==> config.mk <==
export PLATFORM = sky130hd
export DESIGN_NAME = dma_irq_ctrl
export DESIGN_NICKNAME = d
export VERILOG_FILES = /design/src/rtl/dicr_pkg.sv /design/src/rtl/dicr_ctrl_reg.sv /design/src/rtl/dicr_flag_bank.sv /design/src/rtl/dicr_irq_gen.sv /design/src/rtl/dma_irq_ctrl.sv
export SDC_FILE = /design/constraint.sdc
export NUM_CORES = 1
export LEC_CHECK = 0
export ABC_AREA = 1
export BUFFER_PORTS_ARGS = -buffer_cell sky130_fd_sc_hd__buf_2
export CORE_MARGIN = 3
export CORE_UTILIZATION = 35
export DETAILED_ROUTE_END_ITERATION = 10
export GPL_TIMING_DRIVEN = 0
export PLACE_DENSITY_LB_ADDON = 0.15
export SKIP_CTS_REPAIR_TIMING = 1
export SLEW_MARGIN = 5
export SYNTH_ARGS = -nofsm -noshare
export SYNTH_HDL_FRONTEND = slang
export SYNTH_SLANG_ARGS = --single-unit
==> constraint.sdc <==
create_clock -name clk -period 1.09 [get_ports clk]
set_input_delay 0.109 -clock clk [delete_from_list [all_inputs] [get_ports clk]]
set_output_delay 0.109 -clock clk [all_outputs]
set_load 0.01 [all_outputs]
==> src/rtl/dicr_pkg.sv <==
package dicr_pkg;

    localparam int REG_W     = 32;
    localparam int CH_N      = 7;
    localparam int LOW_W     = 6;
    localparam int FORCE_BIT = 15;
    localparam int EN_LSB    = 16;
    localparam int MEN_BIT   = EN_LSB + CH_N;
    localparam int FLG_LSB   = MEN_BIT + 1;
    localparam int SENT_BIT  = FLG_LSB + CH_N;
    localparam int GAP_W     = FORCE_BIT - LOW_W;

    typedef struct packed {
        logic              master_en;
        logic [CH_N-1:0]   ch_en;
        logic              force_bit;
        logic [LOW_W-1:0]  misc;
    } ctrl_t;

    function automatic logic master_cond(input logic en,
                                         input logic [CH_N-1:0] flg,
                                         input logic frc);
        return (en && (|flg)) || frc;
    endfunction

    function automatic logic [REG_W-1:0] pack_read(input ctrl_t c,
                                                   input logic [CH_N-1:0] flg,
                                                   input logic sent);
        return {sent, flg, c.master_en, c.ch_en, c.force_bit,
                {GAP_W{1'b0}}, c.misc};
    endfunction

endpackage

==> src/rtl/dicr_ctrl_reg.sv <==
module dicr_ctrl_reg
    import dicr_pkg::*;
(
    input  logic             clk,
    input  logic             rst,
    input  logic             wr_en,
    input  logic [REG_W-1:0] wr_data,
    input  logic             bus_err,
    output ctrl_t            ctrl_q,
    output ctrl_t            ctrl_d
);

    always_comb begin
        ctrl_d = ctrl_q;
        if (wr_en) begin
            ctrl_d.misc      = wr_data[LOW_W-1:0];
            ctrl_d.force_bit = wr_data[FORCE_BIT];
            ctrl_d.ch_en     = wr_data[EN_LSB +: CH_N];
            ctrl_d.master_en = wr_data[MEN_BIT];
        end
        // an error event outranks a write of 0 in the same cycle
        if (bus_err) begin
            ctrl_d.force_bit = 1'b1;
        end
    end

    always_ff @(posedge clk) begin
        if (rst) begin
            ctrl_q <= '0;
        end else begin
            ctrl_q <= ctrl_d;
        end
    end

endmodule

==> src/rtl/dicr_flag_bank.sv <==
module dicr_flag_bank
    import dicr_pkg::*;
(
    input  logic            clk,
    input  logic            rst,
    input  logic            wr_en,
    input  logic [CH_N-1:0] clr_bits,
    input  logic [CH_N-1:0] ch_done,
    input  logic [CH_N-1:0] ch_en_q,
    output logic [CH_N-1:0] flags_q,
    output logic [CH_N-1:0] flags_d
);

    for (genvar i = 0; i < CH_N; i++) begin : g_cell
        logic set_i;
        logic clr_i;

        assign set_i      = ch_done[i] & ch_en_q[i];
        assign clr_i      = wr_en & clr_bits[i];
        // set has priority over clear so that no completion is lost
        assign flags_d[i] = set_i | (flags_q[i] & ~clr_i);

        always_ff @(posedge clk) begin
            if (rst) begin
                flags_q[i] <= 1'b0;
            end else begin
                flags_q[i] <= flags_d[i];
            end
        end
    end

endmodule

==> src/rtl/dicr_irq_gen.sv <==
module dicr_irq_gen
    import dicr_pkg::*;
(
    input  logic            clk,
    input  logic            rst,
    input  logic            master_en_d,
    input  logic [CH_N-1:0] flags_d,
    input  logic            force_d,
    output logic            sent_q,
    output logic            irq_q
);

    logic sent_d;

    assign sent_d = master_cond(master_en_d, flags_d, force_d);

    always_ff @(posedge clk) begin
        if (rst) begin
            sent_q <= 1'b0;
            irq_q  <= 1'b0;
        end else begin
            sent_q <= sent_d;
            irq_q  <= sent_d & ~sent_q;
        end
    end

endmodule

==> src/rtl/dma_irq_ctrl.sv <==
module dma_irq_ctrl
    import dicr_pkg::*;
(
    input  logic             clk,
    input  logic             rst,
    input  logic             wr_en,
    input  logic [REG_W-1:0] wr_data,
    input  logic [CH_N-1:0]  ch_done,
    input  logic             bus_err,
    output logic [REG_W-1:0] rd_data,
    output logic             irq_pulse
);

    ctrl_t           ctrl_q;
    ctrl_t           ctrl_d;
    logic [CH_N-1:0] flags_q;
    logic [CH_N-1:0] flags_d;
    logic            sent_q;

    dicr_ctrl_reg i_ctrl (
        .clk     (clk),
        .rst     (rst),
        .wr_en   (wr_en),
        .wr_data (wr_data),
        .bus_err (bus_err),
        .ctrl_q  (ctrl_q),
        .ctrl_d  (ctrl_d)
    );

    dicr_flag_bank i_flags (
        .clk      (clk),
        .rst      (rst),
        .wr_en    (wr_en),
        .clr_bits (wr_data[FLG_LSB +: CH_N]),
        .ch_done  (ch_done),
        .ch_en_q  (ctrl_q.ch_en),
        .flags_q  (flags_q),
        .flags_d  (flags_d)
    );

    dicr_irq_gen i_irq (
        .clk         (clk),
        .rst         (rst),
        .master_en_d (ctrl_d.master_en),
        .flags_d     (flags_d),
        .force_d     (ctrl_d.force_bit),
        .sent_q      (sent_q),
        .irq_q       (irq_pulse)
    );

    assign rd_data = pack_read(ctrl_q, flags_q, sent_q);

endmodule

Word level (Yosys, flattened, before mapping)
Index checks and enable logic that the tools add are counted.
- flip-flop bits (word level): 24
- bits of input ports: 43
- output and inout bits: 33
- word-level logic and storage cells: 55
- mux-type cells: 2
- bitwise gates (word level): 37
- reductions and logical operators: 3
- operators by type and width (operator ; number):
    AND 1 bit ; 22
    two-way mux 15 bit ; 1
    inverter 1 bit ; 8
    bitwise OR 1 bit ; 7
    OR reduction 7 bit ; 1
    logical AND 1 bit ; 1
    logical OR 1 bit ; 1
    two-way mux 1 bit ; 1

Longest topological paths before layout
Gate-level depths: netlist of the first run.
- word-level depth: 8
- mapped depth: 8
- depth with buffers taken out: 7

Hierarchy
Synthesis of the first run repeated with hierarchy kept, for this count alone.
- cell total of the unflattened synthesis: 152
- area total of the unflattened synthesis: 1137.3 um2
- modules (own cells, without submodules) (module ; times used ; cells an instance ; area an instance (um2)):
    dicr_ctrl_reg ; 1 ; 84 ; 681.9
    dicr_flag_bank ; 1 ; 42 ; 286.5
    dicr_irq_gen ; 1 ; 15 ; 90.1
    dma_irq_ctrl ; 1 ; 11 ; 78.8

Worst setup path after synthesis of the first run
OpenSTA, ideal clock, no wires.
- path type: register -> register
- start point: register, netlist name i_ctrl.ctrl_q[10]
- end point: register i_irq.irq_q
- library setup time: 120 ps
- arrival time: 794 ps
- required time: 970 ps
- setup slack: 176 ps
- stages on the path, launching flop included: 7
- period minus slack after synthesis: 914 ps
- cell sequence: dfxtp_1 nand2_1 nand2_1 nor2_1 nand2_1 o21ai_2 a21oi_1
- word-level cells in the longest chain between the ends: 6
- RTL lines (item ; RTL line ; source):
    AND 1 bit ; dicr_flag_bank.sv:18 ; assign set_i = ch_done[i] & ch_en_q[i];
    bitwise OR 1 bit ; dicr_flag_bank.sv:21 ; assign flags_d[i] = set_i | (flags_q[i] & ~clr_i);
    OR reduction 7 bit ; dicr_pkg.sv:23 ; return (en && (|flg)) || frc;
    logical AND 1 bit ; dicr_pkg.sv:23 ;
    logical OR 1 bit ; dicr_pkg.sv:23 ;
    AND 1 bit ; dicr_irq_gen.sv:23 ; irq_q <= sent_d & ~sent_q;
    end signal, assigned ; dicr_irq_gen.sv:23 ;
    end, declared ; dicr_irq_gen.sv:10 ; output logic irq_q
Every way passes these cells.
A chain may end at the register's enable or synchronous reset.

Worst setup path after layout of the first run
- start point: register i_irq.sent_q
- end point: output port rd_data[31]
- RTL lines (item ; RTL line ; source):
    start, declared ; dicr_irq_gen.sv:9 ; output logic sent_q,
    start signal, assigned ; dicr_irq_gen.sv:22 ; sent_q <= sent_d;
    end, declared ; dma_irq_ctrl.sv:10 ; output logic [REG_W-1:0] rd_data,
No word-level cell between the ends.

==> results.md, run 1 <==
- Sequential-to-total area share from yosys stat: 48.79%
- Pin count of the biggest net entering global routing: 13
- Share of post-route cells with drive strength above 1: roughly two fifths
- Worst R2R Setup Slack: around 130 ps
- Wire per inst: around 11 um
- H-tree depth: 1
- Startpoint Class: flop
- GRT overflow: 0
- Syn Inst Count: around 130
- CP Cell Sequence: buf_4 -> buf_2
- Syn avg cell area: roughly 7.4 um2
- Clk_skew: between 4 and 5 ps
- DRC violations left: 0
- DRT Wirelength: ~2.5 mm
- Max rail drop VDD: 0.8283 mV
- Reg area: between 400 and 500 um2
- YS warnings: 0
- Max cap viols: 0
- Design area: 0.001364 mm2
- Initial drt markers: 44
- Clock slew at reported path FFs: between 100 and 150 ps
- Non-filler instance count after layout: 230
- Final hold vios: 0
- Placed Instances: ~230
- Synth top area share: ~50%
- CTS max path bufs: 2
- Root Buffer: clkbuf_4
- Num Clock Sinks: 24
- Crit. End Element: primary output
- Unique masters post-synth: 15
- Setup CP Type: reg2out
- CTS tree: built
- Die Width: around 60 um
- I/O Buffers: 55
- Row Count: 18
- P_leak: roughly 0.00077 uW
- Hold path cells: 3
- TritonCTS Buffers: 3
- Fin crit period: slightly below 1000 ps
- Register-to-Register Path Depth: 6
- CP required: around 1000 ps
- Routed vias/inst: 4.330
- Initial core utilization: between 30% and 40%
- Final number of setup-violating endpoints: 0
- ANT cells: 0
- Area grow syn2layout: 38.50%
- Drt first pass iters: 3
- P per Cell Area: 1238 mW/mm2
- Core Region: approximately 0.0026 mm2
- Total chip power: ~1700 uW
- Area of the multi-input gates: 417.9 um2
- Final nets: about 250
- GPL Wtd Cong: just over 0.7
- Peak Freq: 1015 MHz
- Max-slew violations: 0
- Vias in the first global route: ~900
- Final period util: approximately 90%
- RSZ-0062 raised after global routing: false
- First-pass GRT wire length: around 3.8 mm
- Die Y: a little under 60 um
- Post-Syn Area: around 980 um2
- Slowest-stage cell, CP: dfxtp_1
- Initial antenna violation count: 0
- Hold crit path type: in2reg
- Synth Register Bits: 24
- Setup tns final: 0 ps
- Status: completed
- Post-DRT Antenna Nets: 0
- Placed instance area: 0.001328 mm2
- Fillcell total: between 200 and 300
- Die ar.: ~0.0035 mm2
- Vias: about 1,000
- Global-route usage over all layers: between 10% and 20%
- Worst path arrival time: approximately 880 ps
- Post-synth top area cell: dfxtp_1
- Worst skew pair latency: 300 ps
- Top cells by area, synth: dfxtp_1 (49%), nor2_1 (12%), nand2_1 (11%)
- HPWL Detailed: roughly 1.9 mm
- Worst-path fanout max: 2
- I/O Pins: 76
- Slowest stage delay, CP: between 300 and 400 ps
==> kinds of logic (layout without fill, tap and decap cells) <==
| kind of cell | count (synthesis) | after routing | share of synthesized area (%) |
|---|---|---|---|
| AO/OA/AOI/OAI | 23 | 23 | 12.07 |
| buffers and inverters | 19 | 78 | 12.07 |
| flip-flops | 24 | 24 | 48.79 |
| other | 1 | 9 | 0.3808 |
| AND/OR/NAND/NOR | 66 | 66 | 26.68 |
==> worst paths after layout <==
| kind | endpoint | from |
|---|---|---|
| worst max-delay path | rd_data[31] | i_irq.sent_q$_SDFF_PP0_ |
| worst min-delay path | i_ctrl.ctrl_q[0]$_SDFFE_PP0P_ | wr_data[0] |
| worst max register to register | i_irq.irq_q$_SDFF_PP0_ | i_ctrl.ctrl_q[8]$_SDFFE_PP0P_ |
| worst min register to register | i_irq.irq_q$_SDFF_PP0_ | i_irq.sent_q$_SDFF_PP0_ |
==> stage by stage <==
stage	hold WS (ps)	worst slack (ps)	util (%)
floorplan	243.9	176.4	-
global placement	330.4	37.39	51.71
detailed placement	336.1	-20.98	51.71
CTS	7.579	62.42	52.58
global route	2.114	1.158	53.12
finish	18.82	104.8	53.12
==> placed cells by master, fill, tap and decap left out, types with 5 or more instances in the layout <==
| cell type | synthesis | routed |
|---|---|---|
| a21oi_1 | 8 | 8 |
| nor2_1 | 31 | 30 |
| buf_2 | 2 | 57 |
| o21ai_0 | 14 | 14 |
| nand2_2 | 5 | 5 |
| nand2_1 | 29 | 29 |
| buf_4 | 10 | 10 |
| dfxtp_1 | 24 | 23 |
| conb_1 | 1 | 9 |
==> power by group <==
part	total [uW]	internal, uW	switching, uW
combinational	349	162	186
clock	373	129	244
sequential	966	938	28.6
==> cells in the mapped netlist, drive strengths merged <==
cell type,n
nor2,32
nand2,34
dfxtp,24
buf,13
inv,4
a21oi,8
clkbuf,2
o21ai,15
conb,1
==> worst max-delay path: cells and delay by family (launching register included) <==
family	cells	cell delay (ps)
flip-flops	1	330
buffers and inverters	2	250
==> final cells by class <==
type	count	share of cell area, %
Sequential cell	24	35.32
Multi-Input combinational cell	98	30.64
Timing Repair Buffer	56	20.92
Buffer	15	7.615
Tap cell	30	2.752
Clock buffer	3	1.651
Inverter	4	1.101
==> routing by layer <==
metal  part of all wire [%]  routed length, um  global-route usage (%)
met5                      0                  0                       0
met4                   0.57                 14                   6.796
met3                     11                261                   5.011
met2                     44               1075                   22.87
met1                     45               1106                   18.61
==> sequential cells by signal, indices dropped and copies added (netlist names) <==
name             count
i_irq.irq_q          1
i_flags.flags_q      7
i_ctrl.ctrl_q       15
i_irq.sent_q         1
Note: power is estimated with default switching activity, not from simulation.
==> run 2: changes to the inputs <==
- ABC_AREA: 1 -> unset
==> results.md, run 2 <==
- Hold Path Origin: rst
- Vias in the first global route: between 800 and 900
- Synth Register Bits: 24
- RSZ-0062 raised after global routing: true
- EDFF count, synth: 0
- Drt first pass iters: 4
- Comb pwr share: a little over a fifth
- Post-synth top area cell: dfxtp_1
- Clock power share: between 20% and 30%
- Area grow syn2layout: 44.09%
- Ys async rst share: 0%
- Final number of setup-violating endpoints: 2
- Syn avg cell area: 9.585 um2
- ANT cells: 0
- Initial drt markers: 17
- Top cells by area, synth: dfxtp_1 (47%), mux2i_1 (13%), nor2_1 (9.2%)
- Unique masters post-synth: 20
- Syn Inst Count: 106
- Register-to-Register Path Depth: 4
- Fin worst setup slack: -121.5 ps
- CTS max path bufs: 2
- YS warnings: 0
- Core Region: ~0.0026 mm2
- Reg area: 488.0 um2
- Placed Instances: 200
- H-tree depth: 1
- GRT overflow: 0
- Post-DRT Antenna Nets: 0
- Area of the multi-input gates: about 520 um2
- Num Clock Sinks: 24
- Count leader, synth: nor2_1
- Vias: around 920
- Worst-path fanout max: 2
- I/O Buffers: 56
- Sequential-to-total area share from yosys stat: a little under half
- Share of post-route cells with drive strength above 1: between 50% and 60%
- Setup tns final: -238.5 ps
- Commonest non-fill, non-tap cell in the layout: buf_2
- Peak Freq: a little over 800 MHz
- Non-filler instance count after layout: 205
- Row Count: 18
- Hold EP: i_ctrl.ctrl_q[14]$_SDFF_PP0_
- Die ar.: roughly 0.0036 mm2
- Most frequent cells in the layout: buf_2 (57), nor2_1 (25), dfxtp_1 (18)
- P_leak: a little under 0.0008 uW
- Worst R2R Setup Slack: -120 ps
- Sw Ratio: about a quarter
- Startpoint Class: flop
- Initial core utilization: about two fifths
- Biggest registers after layout: i_ctrl.ctrl_q (15), i_flags.flags_q (7)
- Seq pwr share: between 50% and 60%
- Hold path cells: 2
- CP required: around 1300 ps
- Max-slew violations: 0
- P per Cell Area: around 1200 mW/mm2
- FF-to-FF End: i_irq.irq_q$_SDFF_PP0_
- Top_reg_cell synth: dfxtp_1
- Fillcell total: about 250
- Root Buffer: clkbuf_4
- Die Width: roughly 60 um
- Biggest register: i_ctrl.ctrl_q
- Failing checks: setup timing
- Final period util: 111.1%
- Wire per inst: between 10 and 15 um
- Die Y: roughly 60 um
- Worst skew pair latency: 300 ps
- Worst path arrival time: around 1400 ps
- Global-route usage over all layers: a little over an eighth
- Synth cell count leaders: nor2_1 (25), dfxtp_1 (24), mux2i_1 (13), buf_4 (10), and2_1 (7)
- Synth top area share: between 40% and 50%
- TritonCTS Buffers: 3
- GPL Wtd Cong: approximately 0.66
- Status: finished with violations
- Max rail drop VDD: between 0.6 and 0.7 mV
- Crit. End Element: flop
- Clock slew at reported path FFs: around 120 ps
- Fin crit period: about 1200 ps
- Hold crit path type: in2reg
- Final Util: 56.03%
- HPWL Detailed: approximately 1.8 mm
- Final nets: 220
- Final hold vios: 0
- Pin count of the biggest net entering global routing: 13
- Post-Syn Area: slightly above 0.001 mm2
- Max cap viols: 0
- Switching pwr: roughly 440 uW
- Setup CP Type: reg2reg
- Routed vias/inst: between 4 and 5
- Design internal power: around 1300 uW
- DRT Wirelength: around 2.3 mm
- Initial antenna violation count: 0
- Largest register FFs: 15
- Worst hold slack: around 21 ps
- I/O Pins: between 70 and 80
- Clk_skew: 5.306 ps
- First-pass GRT wire length: ~3.7 mm
- CTS tree: built
- DRC violations left: 0
- R2R Path Start: i_ctrl.ctrl_q[12]$_SDFFE_PP0P_
[run 2: changes by cell type after synthesis, moves of 4 or more]
| cell | before | now |
|---|---|---|
| nand2_1 | 29 | 4 |
| o21ai_0 | 14 | 0 |
| mux2i_1 | 0 | 13 |
| and2_1 | 0 | 7 |
| nor2_1 | 31 | 25 |
| nand2_2 | 5 | 0 |
| a21oi_1 | 8 | 4 |
[run 2: logic make-up after synthesis]
family / share of synthesized area [%]
AND/OR/NAND/NOR: 18.10
flip-flops: 47.29
multiplexers: 15.02
buffers and inverters: 9.729
AO/OA/AOI/OAI: 9.483
other: 0.3691
[run 2: final cells by class]
cell class / count / area share [%]
Clock buffer: 3 / 1.538
Timing Repair Buffer: 58 / 20.17
Multi-Input combinational cell: 76 / 35.64
Buffer: 14 / 6.752
Sequential cell: 24 / 33.33
Tap cell: 30 / 2.564
[run 2: worst max-delay path by stage]
stage | start | to | slack [ps]
6_report | i_ctrl.ctrl_q[12]$_SDFFE_PP0P_ | i_irq.irq_q$_SDFF_PP0_ | -120
5_1_grt | i_ctrl.ctrl_q[6]$_SDFF_PP0_ | i_irq.irq_q$_SDFF_PP0_ | -180
4_1_cts | i_ctrl.ctrl_q[11]$_SDFFE_PP0P_ | i_irq.irq_q$_SDFF_PP0_ | -280
3_5_place_dp | wr_en | i_irq.irq_q$_SDFF_PP0_ | -340
3_3_place_gp | wr_en | i_irq.irq_q$_SDFF_PP0_ | -330
2_1_floorplan | i_ctrl.ctrl_q[6]$_SDFF_PP0_ | i_irq.irq_q$_SDFF_PP0_ | -90
[run 2: power by group through the flow]
stage	combinational [uW]	clock [uW]	sequential, uW
final	362	370	959
after global routing	403	432	968
after CTS	340	398	957
after detailed placement	340	0	977
after global placement	334	0	974
after floorplan	179	0	999
[run 2: per-stage QoR]
step | worst slack [ps] | total power (uW) | area, um2
2_1_floorplan | -85.28 | 1178 | 1060
3_3_place_gp | -330.0 | 1308 | 1378
3_5_place_dp | -337.1 | 1316 | 1378
4_1_cts | -284.1 | 1695 | 1400
5_1_grt | -183.6 | 1803 | 1464
6_report | -121.5 | 1690 | 1464
[run 2: worst max-delay path, stage by stage, from the launching register on]
cell       delay [ps]
dfxtp_2           340
and2_4            130
a2111oi_2         340
and4_1            250
nor4_1             50
[run 2: per-layer routing]
metal | vias up | track usage [%] | wire length, um
met4 | 0 | 5.696 | 0
met2 | 35 | 22.38 | 1155
met3 | 0 | 2.592 | 219
met5 | - | 0 | 0
li1 | 475 | - | -
met1 | 407 | 17.19 | 890
==> run 3: changes to the inputs <==
- CORE_UTILIZATION: 35 -> 39
==> results.md, run 3 (synthesis gave the netlist of run 2 again) <==
- Status: finished with violations
- Failing checks: setup timing
- Num Clock Sinks: 24
- Crit. End Element: flop
- TritonCTS Buffers: 3
- Switching pwr: 446.8 uW
- Pin count of the biggest net entering global routing: 13
- Die ar.: ~0.0033 mm2
- Routed vias/inst: 4.612
- H-tree depth: 1
- Seq pwr share: a little under three fifths
- Biggest register: i_ctrl.ctrl_q
- Max cap viols: 0
- Fin crit period: ~1200 ps
- Worst-path fanout max: 3
- Clock power share: between 20% and 30%
- CP Capture Point: i_irq.irq_q$_SDFF_PP0_
- Largest register FFs: 15
- GPL Wtd Cong: about 0.75
- Design area: 0.001470 mm2
- P_leak: 0.0007710 uW
- P per Cell Area: about 1200 mW/mm2
- Startpoint Class: flop
- HPWL Detailed: around 1.8 mm
- Register-to-Register Path Depth: 4
- CTS tree: built
- Core Region: 0.002340 mm2
- Setup crit start: i_ctrl.ctrl_q[9]$_SDFFE_PP0P_
- Reg area: between 400 and 500 um2
- Initial core utilization: between 40% and 50%
- Peak Freq: just over 800 MHz
- Most frequent cells in the layout: buf_2 (57), nor2_1 (25), dfxtp_1 (20)
- Design internal power: roughly 1300 uW
- Final period util: 111.4%
- Clk_skew: about 1.7 ps
- RSZ-0062 raised after global routing: true
- Sw Ratio: between 20% and 30%
- Biggest registers after layout: i_ctrl.ctrl_q (15), i_flags.flags_q (7)
- Placed instance area: 0.001375 mm2
- Max rail drop VDD: between 0.7 and 0.8 mV
- Comb pwr share: between 20 and 25%
- FF-to-FF End: i_irq.irq_q$_SDFF_PP0_
- Global-route usage over all layers: 14.84%
- I/O Buffers: between 50 and 60
- R2R Path Start: i_ctrl.ctrl_q[9]$_SDFFE_PP0P_
- DRT Wirelength: 2.483 mm
- Final hold vios: 0
- Worst skew pair latency: 300 ps
- Die Width: approximately 57 um
- GRT overflow: 0
- Initial antenna violation count: 0
- CP required: about 1300 ps
- Drt first pass iters: 4
- Commonest non-fill, non-tap cell in the layout: buf_2
- Area of the multi-input gates: between 500 and 600 um2
- Share of post-route cells with drive strength above 1: around half
- Wire per inst: roughly 12 um
- Hold path cells: 3
- Worst R2R Setup Slack: -120 ps
- DRC violations left: 0
- Fin worst setup slack: -123.8 ps
- Row Count: 17
- Final number of setup-violating endpoints: 2
- Root Buffer: clkbuf_4
- CTS max path bufs: 2
- Post-DRT Antenna Nets: 0
- First-pass GRT wire length: around 3.8 mm
- Initial drt markers: 15
- Vias in the first global route: 840
- Total chip power: roughly 1700 uW
- I/O Pins: 76
- Area grow syn2layout: 44.70%
- Max-slew violations: 0
- Clock slew at reported path FFs: between 100 and 150 ps
- Final nets: between 200 and 250
- Worst path arrival time: approximately 1400 ps
- ANT cells: 0
- Hold crit path type: in2reg
- Vias: approximately 900
- Fillcell total: between 200 and 250
- Setup CP Type: reg2reg
- Die Y: ~57 um
-- run 3: changes by cell type in the layout (fill, tap and decap cells not counted), moves of 2 or more --
cell and change:
a2111oi_4 +2, dfxtp_2 -2, dfxtp_1 +2, buf_4 -2
a2111oi_2 -2
-- run 3: final cells by class --
class | instances | share of cell area, %
Timing Repair Buffer | 56 | 19.06
Multi-Input combinational cell | 76 | 37.28
Clock buffer | 3 | 1.532
Buffer | 14 | 6.723
Tap cell | 28 | 2.383
Sequential cell | 24 | 33.02
-- run 3: worst min path at each step --
stage,to,startpoint
after floorplan,i_ctrl.ctrl_q[14]$_SDFF_PP0_,rst
after global placement,i_ctrl.ctrl_q[9]$_SDFFE_PP0P_,wr_data[18]
after detailed placement,i_ctrl.ctrl_q[13]$_SDFFE_PP0P_,wr_data[22]
after CTS,i_ctrl.ctrl_q[14]$_SDFF_PP0_,rst
after global routing,i_ctrl.ctrl_q[4]$_SDFFE_PP0P_,wr_data[4]
final,i_ctrl.ctrl_q[12]$_SDFFE_PP0P_,wr_data[21]
-- run 3: worst max-delay path, stage by stage (launching register included) --
cell and delay, ps:
dfxtp_1 340, and2_4 150, a2111oi_4 320, and4_1 250, nor4_1 50
-- run 3: metal layers --
metal	up-vias	part of all wire [%]	GRT usage [%]
met5	-	0	0
met4	0	0.68	5.960
met3	2	7.2	2.489
met2	36	53	26.26
met1	414	39	17.70
li1	475	-	-
-- run 3: per-stage QoR --
stage          setup slack (ps)  setup TNS, ps  cells  hold slack [ps]  utilization (%)
6_report                 -123.8         -246.6    201            32.92            62.83
5_1_grt                  -210.9         -417.6    201            16.29            62.83
4_1_cts                  -244.1         -485.0    201            15.53            59.73
3_5_place_dp             -288.0          -1042    198            352.2            58.77
3_3_place_gp             -298.4         -911.5    198            341.5            58.77
2_1_floorplan            -85.28         -170.0    114            180.6                -
-- run 3: power groups by stage --
| stage | clock network, uW | logic (uW) | registers, uW |
|---|---|---|---|
| global placement | 0 | 331 | 974 |
| CTS | 390 | 338 | 958 |
| detailed placement | 0 | 338 | 977 |
| finish | 371 | 368 | 961 |
| floorplan | 0 | 179 | 999 |
| global route | 441 | 407 | 970 |
